===== config.mk =====
export PLATFORM = sky130hd
export DESIGN_NAME = rmii_tx_serializer
export DESIGN_NICKNAME = d
export VERILOG_FILES = /design/src/rtl/rmii_tx_pkg.sv /design/src/rtl/rmii_tx_gap_timer.sv /design/src/rtl/rmii_tx_sequencer.sv /design/src/rtl/rmii_tx_dibit_out.sv /design/src/rtl/rmii_tx_serializer.sv
export SDC_FILE = /design/constraint.sdc
export NUM_CORES = 1
export LEC_CHECK = 0
export ABC_AREA = 0
export BUFFER_PORTS_ARGS = -buffer_cell sky130_fd_sc_hd__buf_2
export CORE_ASPECT_RATIO = 1.4
export CORE_MARGIN = 2
export CORE_UTILIZATION = 40
export CTS_CLUSTER_SIZE = 8
export DETAILED_ROUTE_END_ITERATION = 6
export PLACE_DENSITY = 0.6
export SLEW_MARGIN = 10
export SYNTH_ARGS = -nofsm -noshare
export SYNTH_HDL_FRONTEND = slang
export SYNTH_SLANG_ARGS = --single-unit

===== constraint.sdc =====
create_clock -name clk -period 2.3 [get_ports clk]
set_input_delay 0.23 -clock clk [delete_from_list [all_inputs] [get_ports clk]]
set_output_delay 0.23 -clock clk [all_outputs]
set_load 0.005 [all_outputs]

===== src/rtl/rmii_tx_pkg.sv =====
// Package: rmii_tx_pkg
// Shared state encoding and fixed frame-opening byte values for the RMII
// transmit serializer. Assumes an 8-bit byte split into four dibits.
package rmii_tx_pkg;

    typedef enum logic [1:0] {
        ST_IDLE = 2'd0,
        ST_PRE  = 2'd1,
        ST_SFD  = 2'd2,
        ST_DATA = 2'd3
    } tx_state_e;

    localparam logic [7:0] PRE_BYTE = 8'h55;
    localparam logic [7:0] SFD_BYTE = 8'hD5;
    localparam logic [1:0] LAST_DIBIT = 2'd3;

endpackage


===== src/rtl/rmii_tx_gap_timer.sv =====
// Module: rmii_tx_gap_timer
// Counts reference-clock cycles with the transmit enable low and reports
// when GAP_CLOCKS of them have elapsed (counting the current cycle), so a
// new frame may begin on the next edge. Starts out already open after reset.
// Assumes GAP_CLOCKS >= 1.
module rmii_tx_gap_timer #(
    parameter int GAP_CLOCKS = 48
) (
    input  logic clk,
    input  logic rst_n,
    input  logic tx_en,
    output logic gap_open
);
    localparam int GW = (GAP_CLOCKS > 1) ? $clog2(GAP_CLOCKS) : 1;
    localparam logic [GW-1:0] GAP_TOP = GW'(GAP_CLOCKS - 1);

    logic [GW-1:0] idle_cnt;

    // Restart on every enabled cycle, count idle cycles, saturate at the limit.
    always_ff @(posedge clk) begin
        if (!rst_n) begin
            idle_cnt <= GAP_TOP;
        end else if (tx_en) begin
            idle_cnt <= '0;
        end else if (idle_cnt != GAP_TOP) begin
            idle_cnt <= idle_cnt + 1'b1;
        end
    end

    // Open once the current idle cycle is the last one the gap needs.
    always_comb gap_open = (idle_cnt == GAP_TOP);

endmodule


===== src/rtl/rmii_tx_sequencer.sv =====
// Module: rmii_tx_sequencer
// Frame sequencer: walks preamble, delimiter and payload bytes, tracks the
// dibit index inside the current byte, fetches upstream bytes on the last
// dibit of the delimiter and of each non-final payload byte, and cuts the
// frame short with an underrun pulse when no byte is offered then.
// Assumes PRE_LEN >= 1 and that gap_open comes from an idle-cycle timer.
module rmii_tx_sequencer
    import rmii_tx_pkg::*;
#(
    parameter int PRE_LEN = 7
) (
    input  logic       clk,
    input  logic       rst_n,
    input  logic [7:0] in_data,
    input  logic       in_valid,
    input  logic       in_last,
    input  logic       gap_open,
    output logic       in_ready,
    output logic       frame_on,
    output logic [7:0] cur_byte,
    output logic [1:0] dibit_idx,
    output logic       underrun
);
    localparam int BCW = (PRE_LEN > 1) ? $clog2(PRE_LEN) : 1;
    localparam logic [BCW-1:0] PRE_TOP = BCW'(PRE_LEN - 1);

    tx_state_e      state_q, state_d;
    logic [BCW-1:0] pre_cnt_q, pre_cnt_d;
    logic [7:0]     byte_q, byte_d;
    logic [1:0]     idx_q, idx_d;
    logic           last_q, last_d;
    logic           under_d;
    logic           byte_end;
    logic           take;

    // Upstream handshake: request only on the final dibit of the delimiter or of a non-final payload byte.
    always_comb begin
        byte_end = (idx_q == LAST_DIBIT);
        in_ready = byte_end &&
                   ((state_q == ST_SFD) || ((state_q == ST_DATA) && !last_q));
        take     = in_ready && in_valid;
    end

    // Next-state logic for state, byte counter, current byte and dibit index.
    always_comb begin
        state_d   = state_q;
        pre_cnt_d = pre_cnt_q;
        byte_d    = byte_q;
        idx_d     = idx_q;
        last_d    = last_q;
        under_d   = 1'b0;
        unique case (state_q)
            ST_IDLE: begin
                if (in_valid && gap_open) begin
                    state_d   = ST_PRE;
                    pre_cnt_d = '0;
                    byte_d    = PRE_BYTE;
                    idx_d     = '0;
                    last_d    = 1'b0;
                end
            end
            ST_PRE: begin
                idx_d = idx_q + 1'b1;
                if (byte_end) begin
                    if (pre_cnt_q == PRE_TOP) begin
                        state_d = ST_SFD;
                        byte_d  = SFD_BYTE;
                    end else begin
                        pre_cnt_d = pre_cnt_q + 1'b1;
                    end
                end
            end
            ST_SFD, ST_DATA: begin
                idx_d = idx_q + 1'b1;
                if (byte_end) begin
                    if ((state_q == ST_DATA) && last_q) begin
                        state_d = ST_IDLE;
                    end else if (take) begin
                        state_d = ST_DATA;
                        byte_d  = in_data;
                        last_d  = in_last;
                    end else begin
                        state_d = ST_IDLE;
                        under_d = 1'b1;
                    end
                end
            end
            default: state_d = ST_IDLE;
        endcase
    end

    // Sequencer registers with synchronous active-low reset.
    always_ff @(posedge clk) begin
        if (!rst_n) begin
            state_q   <= ST_IDLE;
            pre_cnt_q <= '0;
            byte_q    <= '0;
            idx_q     <= '0;
            last_q    <= 1'b0;
            underrun  <= 1'b0;
        end else begin
            state_q   <= state_d;
            pre_cnt_q <= pre_cnt_d;
            byte_q    <= byte_d;
            idx_q     <= idx_d;
            last_q    <= last_d;
            underrun  <= under_d;
        end
    end

    // Expose the registered frame context to the dibit driver.
    always_comb begin
        frame_on  = (state_q != ST_IDLE);
        cur_byte  = byte_q;
        dibit_idx = idx_q;
    end

endmodule


===== src/rtl/rmii_tx_dibit_out.sv =====
// Module: rmii_tx_dibit_out
// Selects the dibit of the current byte named by the index, least
// significant pair at index 0, and forces 00 while the frame is off.
// Assumes all inputs come straight from registers, so the outputs only
// move on clock edges.
module rmii_tx_dibit_out (
    input  logic       frame_on,
    input  logic [7:0] cur_byte,
    input  logic [1:0] dibit_idx,
    output logic [1:0] txd,
    output logic       tx_en
);
    logic [1:0] pick;

    // Pick the addressed bit pair of the current byte.
    always_comb begin
        unique case (dibit_idx)
            2'd0:    pick = cur_byte[1:0];
            2'd1:    pick = cur_byte[3:2];
            2'd2:    pick = cur_byte[5:4];
            default: pick = cur_byte[7:6];
        endcase
    end

    // Qualify the pair with the enable; idle code is 00.
    always_comb begin
        tx_en = frame_on;
        txd   = frame_on ? pick : 2'b00;
    end

endmodule


===== src/rtl/rmii_tx_serializer.sv =====
// Module: rmii_tx_serializer
// Top of the RMII transmit dibit serializer: sequencer, idle-gap timer and
// dibit driver. Takes bytes through valid/ready with a last marker, adds
// preamble and delimiter, sends two bits per clock with an enable, and
// spaces frames by at least GAP_CLOCKS idle cycles.
// Assumes clk is the 50 MHz reference clock shared with the PHY.
module rmii_tx_serializer #(
    parameter int PRE_LEN    = 7,
    parameter int GAP_CLOCKS = 48
) (
    input  logic       clk,
    input  logic       rst_n,
    input  logic [7:0] in_data,
    input  logic       in_valid,
    input  logic       in_last,
    output logic       in_ready,
    output logic [1:0] txd,
    output logic       tx_en,
    output logic       underrun
);
    logic       gap_open;
    logic       frame_on;
    logic [7:0] cur_byte;
    logic [1:0] dibit_idx;

    rmii_tx_sequencer #(
        .PRE_LEN(PRE_LEN)
    ) u_seq (
        .clk      (clk),
        .rst_n    (rst_n),
        .in_data  (in_data),
        .in_valid (in_valid),
        .in_last  (in_last),
        .gap_open (gap_open),
        .in_ready (in_ready),
        .frame_on (frame_on),
        .cur_byte (cur_byte),
        .dibit_idx(dibit_idx),
        .underrun (underrun)
    );

    rmii_tx_gap_timer #(
        .GAP_CLOCKS(GAP_CLOCKS)
    ) u_gap (
        .clk     (clk),
        .rst_n   (rst_n),
        .tx_en   (tx_en),
        .gap_open(gap_open)
    );

    rmii_tx_dibit_out u_out (
        .frame_on (frame_on),
        .cur_byte (cur_byte),
        .dibit_idx(dibit_idx),
        .txd      (txd),
        .tx_en    (tx_en)
    );

endmodule


==> Word-level counts from Yosys, hierarchy flattened <==
Index checks and enable logic that the tools add are counted.
{ "word_totals": {"word_cells": 81, "reg_bits": 23, "output_inout_bits": 5, "in_bits": 12} }
{ "classes": {"n_addsub": 3, "n_eq_ne": 16, "bitwise_logic": 3, "n_reduce_logical": 21, "n_mux": 30} }
{ "op_table": {"columns": ["operator", "count"], "rows": [
  ["$mux W8", 6],
  ["$pmux W8 S3", 1],
  ["$mux W2", 8],
  ["$mux W6", 2],
  ["$pmux W2 S3", 2],
  ["$ne A2 B1 Y1 const B", 5],
  ["$mux W3", 3],
  ["$eq A2 B2 Y1 const B", 4],
  ["$reduce_and A4 Y1", 2],
  ["$reduce_bool A2 Y1", 4],
  ["$add A6 B1 Y6 const B", 1],
  ["$eq A6 B6 Y1 const B", 1],
  ["$ne A6 B6 Y1 const B", 1],
  ["$pmux W3 S2", 1],
  ["$reduce_and A6 Y1", 1],
  ["$logic_and A1 B1 Y1", 5],
  ["$mux W1", 5],
  ["$reduce_and A5 Y1", 1],
  ["$eq A2 B1 Y1 const B", 2],
  ["$logic_not A2 Y1", 2],
  ["$ne A2 B2 Y1 const B", 2],
  ["$pmux W2 S2", 1],
  ["$reduce_or A2 Y1", 2],
  ["$reduce_or A4 Y1", 1],
  ["8 further kinds", 10]
]} }

==> Logic depth before layout (Yosys ltp) <==
Gate-level depths: netlist of the first run.
{ "logic_depth": {"depth_word": 9, "depth_mapped": 6} }

==> Hierarchy <==
From an unflattened synthesis of the first run, not the netlist that was laid out.
{ "hier_totals": {"hier_cells": 128, "hier_area_um2": 1198.6} }
{ "by_module_without_submodules": {"columns": ["mod", "n_inst", "cells_per_inst", "area_per_inst_um2"], "rows": [
  ["rmii_tx_sequencer", 1, 86, 800.8],
  ["rmii_tx_gap_timer", 1, 37, 325.3],
  ["rmii_tx_dibit_out", 1, 5, 72.6]
]} }

==> Worst setup path before layout of the first run <==
Ideal clock, no wire load.
{ "synth_timing": {"path_type": "register to register", "from": "register u_gap.idle_cnt[0]", "to": "register u_seq.pre_cnt_q[1]", "required_ns": 2.241, "t_arrival_ns": 1.530, "path_buffers": 1, "setup_ns": 0.059, "stages_incl_launch_ff": 7, "period_less_slack_ns": 1.589, "slack_ns": 0.711, "cell_sequence": "dfxtp_1 -> ha_1 -> and3_4 -> buf_6 -> a41oi_4 -> or4b_1 -> nand2_1"} }
{ "synth_between": {"elab_chain_cells": 4} }
{ "synth_rtl": {"columns": ["item", "line_no", "rtl"], "rows": [
  ["from (decl)", "rmii_tx_gap_timer.sv:17", "logic [GW-1:0] idle_cnt;"],
  ["from (signal assigned)", "rmii_tx_gap_timer.sv:26", "idle_cnt <= idle_cnt + 1'b1;"],
  ["$eq A6 B6 Y1", "rmii_tx_gap_timer.sv:31", "always_comb gap_open = (idle_cnt == GAP_TOP);"],
  ["$logic_and A1 B1 Y1", "rmii_tx_sequencer.sv:54", "if (in_valid && gap_open) begin"],
  ["$ne A2 B1 Y1 (no line)", null, null],
  ["$reduce_and A4 Y1 (no line)", null, null],
  ["to (signal assigned)", "rmii_tx_sequencer.sv:103", "pre_cnt_q <= pre_cnt_d;"],
  ["to (decl)", "rmii_tx_sequencer.sv:28", "logic [BCW-1:0] pre_cnt_q, pre_cnt_d;"]
]} }
No other way between the ends.
A chain may end at the register's enable or synchronous reset.

==> Worst setup path after layout of the first run <==
{ "layout_timing": {"from": "register u_seq.idx_q[0] (netlist: u_seq.dibit_idx[0])", "to": "output txd[0]"} }
{ "layout_between": {"elab_chain_cells": 3, "elab_cells_between_ends": 5} }
{ "layout_rtl": {"columns": ["item", "line_no", "rtl"], "rows": [
  ["from (decl)", "rmii_tx_sequencer.sv:30", "logic [1:0] idx_q, idx_d;"],
  ["from (signal assigned)", "rmii_tx_sequencer.sv:105", "idx_q <= idx_d;"],
  ["$eq A2 B2 Y1, or another cell as far along", "rmii_tx_dibit_out.sv:17", "unique case (dibit_idx)"],
  ["$pmux W2 S3 *", "rmii_tx_dibit_out.sv:17", null],
  ["$mux W2 *", "rmii_tx_dibit_out.sv:28", "txd = frame_on ? pick : 2'b00;"],
  ["to (decl)", "rmii_tx_serializer.sv:17", "output logic [1:0] txd,"]
]} }
Mark *: on every way between the ends. The rest lies on a longest branch, timed or not.

==> metrics, run 1 <==
sequential area share after synthesis=between 30% and 40%; CP arrival=between 1500 and 2000 ps; Post-Syn Area=about 1200 um^2; placed cells=approximately 180; Post-Layout Inst Area=1344 um^2; DR vias/cell=just under 6; flop2flop setup slack=about 460 ps; setup bufs post-CTS=0; initial drt markers=49; CP cell instances=inv_1, ha_1, a222oi_1, nor2_1, a21oi_1, nor2_1, buf_2; Bufs on Longest Clock Path=2; placed cell areas=approximately 1300 um^2; Final setup viols=0; antenna cell count=0; max_slew headroom=~67%; max-slew violation count=0; core area=about 2900 um^2; Worst-Skew Late Latency=roughly 260 ps; RSZ-0062 raised after global routing=false; outcome=complete, no violations; routed wire length=2.631 mm; period utilization=between 80% and 90%; worst-path fanout max=5; Final Hold Vio Count=0; Clock Sinks=23; most frequent cells in the layout=23 x dfxtp_1, 16 x buf_2, 13 x o21ai_0; synthesized instance count=134; startpoint types=register; port buffer count=16; crit-path leading delay family=compound AO/OA/AOI/OAI gates; ANT nets after route=0; CP most frequent cell=nor2_1; Post-route DRC=0; row count=23; min-delay worst type=in2reg; CP Data Required Time=2070 ps; P per Cell Area=945.3 nW/um^2; #FFs+latches synth=23; setup_tns=0 ps; Fill cells=roughly 300; Worst path max stage delay=between 400 and 500 ps; commonest non-fill, non-tap cell in the layout=dfxtp_1; fin util=roughly 47%; overflow left after global routing=0; Worst Tran Pin Value=~490 ps; CTS Hold Bufs=0; Reg clk slew, reported paths=approximately 80 ps; drt wl/cell=approximately 14 um; post-DP HPWL=approximately 1.9 mm; Final GP Congestion=a little over 0.8; r2r endpoint=u_seq.cur_byte[2]; overall power=roughly 1.3 mW; first-pass detailed-route iteration total=4; count of cell types in the netlist=39; Inserted Clock Buffers=3; Initial Util=around two fifths; CTS tree=yes; number of global-route vias before repair=~1000; Final Non-Filler Cells=between 150 and 200; H-tree Lvls=1; CP max stage cell=dfxtp_1; max_cap viols=0; pin count of the biggest net entering global routing=18; hold_sp=in_data[4]; total die area=between 3000 and 4000 um^2; final setup skew=approximately 3.7 ps; Die Y=68.87 um; Critical R2R Launch=u_seq.dibit_idx[0]; Buf/Inv on CP=2; cts repair resizes=0; crit path time final=between 1500 and 2000 ps; CTS root buffer=clkbuf_8; critical path class=reg2out; LEAKAGE=~0.56 nW; FMAX=between 0.5 and 0.6 GHz; CP Capture Type=primary output; hold path cells=2; global-route wire length before repair=~4.3 mm; Peak VDD IR=0.0004887 V; final layout net count=between 150 and 200; total track usage=16.53%; Syn Nets=between 150 and 200; r2r worst-path depth=5; I/O pins=17; antenna violations before repair=0; Die W=just over 50 um; share of cells above drive strength 1=between 20% and 30%; YS warnings=0; Synth-to-Final Area Change=11.76%; synthesized area per cell=between 8 and 9 um^2; Via Count=approximately 1100; Worst Hold Path EP=u_seq.cur_byte[4]
[logic make-up (layout without fill, tap and decap cells)]
| logic type | after synthesis | count (layout) | synth area share, % |
|---|---|---|---|
| flops | 23 | 23 | 38.29 |
| simple gates | 44 | 44 | 20.92 |
| buf+inv | 15 | 29 | 5.307 |
| fa+ha+maj | 7 | 7 | 7.284 |
| mux | 2 | 2 | 1.665 |
| compound gates | 41 | 41 | 25.08 |
| xor+xnor | 2 | 2 | 1.457 |
[per-stage QoR]
stage,setup WS (ps),hold slack (ps)
after floorplan,711.2,375.9
after global placement,526.8,484.3
final,335.1,226.3
after CTS,329.1,227.3
after detailed placement,483.1,473.2
after global routing,198.5,234.8
[worst reg2reg max path: cells and delay by family, from the launching register on]
family	cells	cell delay [ps]
flops	1	350
compound gates	4	1000
fa+ha+maj	1	390
[how the worst max path moves through the flow]
stage          depth (start not counted)          startpoint                  to  slack [ps]
2_1_floorplan                          6   u_gap.idle_cnt[0]  u_seq.pre_cnt_q[1]         710
3_3_place_gp                           5  u_seq.dibit_idx[0]   u_seq.cur_byte[7]         530
3_5_place_dp                           5  u_seq.dibit_idx[0]   u_seq.cur_byte[6]         480
4_1_cts                                7  u_seq.dibit_idx[0]              txd[0]         330
5_1_grt                                7  u_seq.dibit_idx[0]              txd[0]         200
6_report                               7  u_seq.dibit_idx[0]              txd[0]         340
[power by group]
part | internal [mW] | switching [mW] | total [mW]
combinational | 0.214 | 0.244 | 0.458
sequential | 0.486 | 0.0765 | 0.562
clock | 0.124 | 0.126 | 0.250
[per-layer routing]
layer	share of wire (%)	up-vias	track usage (%)
met2	51	30	30.10
met5	0	-	0
li1	-	520	-
met4	2.7	0	10.14
met1	43	518	17.73
met3	3.6	7	3.017
[final cells by class]
| cell class | count | area, um^2 | share of cell area [%] |
|---|---|---|---|
| inverter | 9 | 33.78 | 2.514 |
| timing repair buffer | 16 | 80.08 | 5.959 |
| clock buffer | 4 | 45.04 | 3.352 |
| sequential | 23 | 460.4 | 34.26 |
| tap | 37 | 46.29 | 3.445 |
| multi-input combinational | 96 | 678.2 | 50.47 |
[Yosys cell counts]
cell type | instances | share of area, %
ha_1 | 7 | 7.3
a21oi_1 | 7 | 2.9
o21ai_0 | 13 | 5.4
inv_1 | 9 | 2.8
xor2_1 | 1 | 0.73
a21oi_2 | 1 | 0.73
nor2_1 | 7 | 2.2
o22ai_1 | 1 | 0.52
mux2i_1 | 2 | 1.7
and3_4 | 1 | 0.94
a21boi_0 | 1 | 0.62
a222oi_1 | 2 | 1.7
buf_6 | 1 | 0.94
nand4_1 | 1 | 0.52
dfxtp_1 | 23 | 38
a32oi_1 | 1 | 0.73
nand2_1 | 10 | 3.1
nand2b_1 | 2 | 1.0
or3_1 | 2 | 1.0
or4b_1 | 1 | 0.83
o21a_1 | 1 | 0.62
a41oi_4 | 1 | 2.3
and4_1 | 3 | 2.2
and2_1 | 1 | 0.52
a41o_1 | 1 | 0.83
a21boi_1 | 1 | 0.62
xnor2_1 | 1 | 0.73
nand3_1 | 5 | 2.1
clkbuf_1 | 5 | 1.6
and3_1 | 5 | 2.6
o211ai_1 | 1 | 0.62
nor2_2 | 1 | 0.52
a31o_2 | 1 | 0.73
nand3b_1 | 1 | 0.62
nor3_1 | 2 | 0.83
and4bb_1 | 1 | 1.0
and2b_4 | 1 | 0.83
o221a_2 | 5 | 4.7
a31oi_1 | 4 | 2.1
[state kept, by name, summed over array words and instances, names as in the netlist]
signal,count
u_gap.idle_cnt,6
u_seq.cur_byte,8
u_seq.dibit_idx,2
u_seq.last_q,1
u_seq.pre_cnt_q,3
u_seq.state_q,2
u_seq.underrun,1
Power figures use the tool's default switching activity.
==> run 2, diff against run 1 <==
CORE_ASPECT_RATIO = 0.6   (was 1.4)
CTS_BUF_LIST = sky130_fd_sc_hd__clkbuf_8   (was unset)
==> metrics, run 2 (synthesis gave the netlist of run 1 again) <==
H-tree Lvls=1 (unchanged); RSZ-0062 raised after global routing=false; max_slew headroom=64.74% (-2.6 points); core area=2872 um^2 (-0.22%); CP most frequent cell=nor2_1; number of global-route vias before repair=872 (-13%); Reg clk slew, reported paths=80 ps (about the same); crit path time final=1972 ps (+6.639 ps); DR vias/cell=5.422 (-6.7%); Die Y=46.47 um (-33%); final layout net count=170 (+1.2%); CTS tree=yes; placed cell areas=1320 um^2 (+1.6%); period utilization=85.72% (+0.29 points); critical path class=reg2out; setup_tns=0 ps (unchanged); commonest non-fill, non-tap cell in the layout=dfxtp_1; Worst Tran Pin Value=528.8 ps (+38.36 ps); drt wl/cell=14.17 um (-0.39%); cts repair resizes=0 (unchanged); Final setup viols=0 (unchanged); WP depth=7 (unchanged); share of cells above drive strength 1=22.00% (+1.7 points); Post-Layout Inst Area=1366 um^2 (+1.7%); Final GP Congestion=0.8070 (-2.9%); Bufs on Longest Clock Path=2 (unchanged); initial drt markers=86 (+76%); FMAX=0.5072 GHz (-0.34%); Peak VDD IR=0.0004756 V (-2.7%); total die area=3475 um^2 (+0.24%); crit-path leading delay family=compound AO/OA/AOI/OAI gates; ANT nets after route=0 (unchanged); hold path cells=2 (unchanged); startpoint types=register; setup bufs post-CTS=0 (unchanged); Post-route DRC=0 (unchanged); antenna violations before repair=0 (unchanged); total track usage=17.11% (+0.58 points); max_cap viols=0 (unchanged); CP max stage cell=dfxtp_1; Worst-Skew Late Latency=270 ps (about the same); r2r worst-path depth=5 (unchanged); CP arrival=1740 ps (about the same); routed wire length=2.720 mm (+3.4%); Buf/Inv on CP=2 (unchanged); antenna cell count=0 (unchanged); CP Capture Type=primary output; Final Hold Vio Count=0 (unchanged); CP Data Required Time=2070 ps (about the same); min-delay worst type=in2reg; CP cell instances=inv_1, ha_1, a222oi_1, nor2_1, a21oi_1, nor2_1, buf_2; Clock Sinks=23 (unchanged); first-pass detailed-route iteration total=4 (unchanged); post-DP HPWL=1.965 mm (+4.6%); Worst path max stage delay=400 ps (about the same); outcome=complete, no violations; pin count of the biggest net entering global routing=18 (unchanged); most frequent cells in the layout=23 x dfxtp_1, 16 x buf_2, 13 x o21ai_0; overall power=1.282 mW (+0.94%); LEAKAGE=0.5761 nW (+2.3%); CTS Hold Bufs=0 (unchanged); Via Count=1041 (-3.2%); row count=15 (-35%); max-slew violation count=0 (unchanged); CTS root buffer=clkbuf_8; Synth-to-Final Area Change=13.63%; Inserted Clock Buffers=3 (unchanged); global-route wire length before repair=4.257 mm (-2.1%); Die W=74.78 um (+49%); Initial Util=41.87% (+0.091 points); I/O pins=17 (unchanged); overflow left after global routing=0 (unchanged); port buffer count=16 (unchanged); P per Cell Area=938.4 nW/um^2 (-0.73%); final setup skew=3.617 ps (-0.1049 ps); worst-path fanout max=5 (unchanged); max reg flops=8 (unchanged)
## run 2: report_power, final
part / switching (mW) / internal [mW] / leakage [nW] / total (mW)
logic: 0.248 / 0.217 / 0.363 / 0.465
registers: 0.0758 / 0.486 / 0.188 / 0.561
clock network: 0.135 / 0.121 / 0.0255 / 0.256
## run 2: final cells by class
cell class	instances	area [um^2]
Timing Repair Buffer	18	95.09
Clock buffer	3	41.29
Sequential cell	23	460.4
Fill cell	302	1505
Tap cell	42	52.55
Clock inverter	1	5.005
Inverter	9	33.78
Multi-Input combinational cell	96	678.2
## run 2: final timing paths
path | endpoint | slack [ps] | from
worst max-delay path | txd[1] | 330 | u_seq.dibit_idx[0]
worst min-delay path | u_seq.cur_byte[4] | 220 | in_data[4]
worst max register to register | u_seq.cur_byte[0] | 400 | u_seq.dibit_idx[0]
worst min register to register | u_seq.cur_byte[5] | 490 | u_seq.cur_byte[5]
## run 2: stage by stage
| step | setup WS, ps | hold slack (ps) | utilization, % | instances |
|---|---|---|---|---|
| floorplan | 711.2 | 375.9 | - | 134 |
| global placement | 559.8 | 454.2 | 45.97 | 188 |
| detailed placement | 445.9 | 469.7 | 45.97 | 188 |
| CTS | 336.1 | 220.6 | 47.58 | 192 |
| global route | 230.8 | 228.6 | 47.58 | 192 |
| finish | 328.4 | 222.1 | 47.58 | 192 |
## run 2: routing by layer
layer | part of all wire (%) | global-route usage [%] | up-vias
met4 | 1.3 | 6.429 | 0
met3 | 7.5 | 5.252 | 4
met5 | 0 | 0 | -
li1 | - | - | 524
met1 | 52 | 24.67 | 474
met2 | 40 | 23.72 | 39
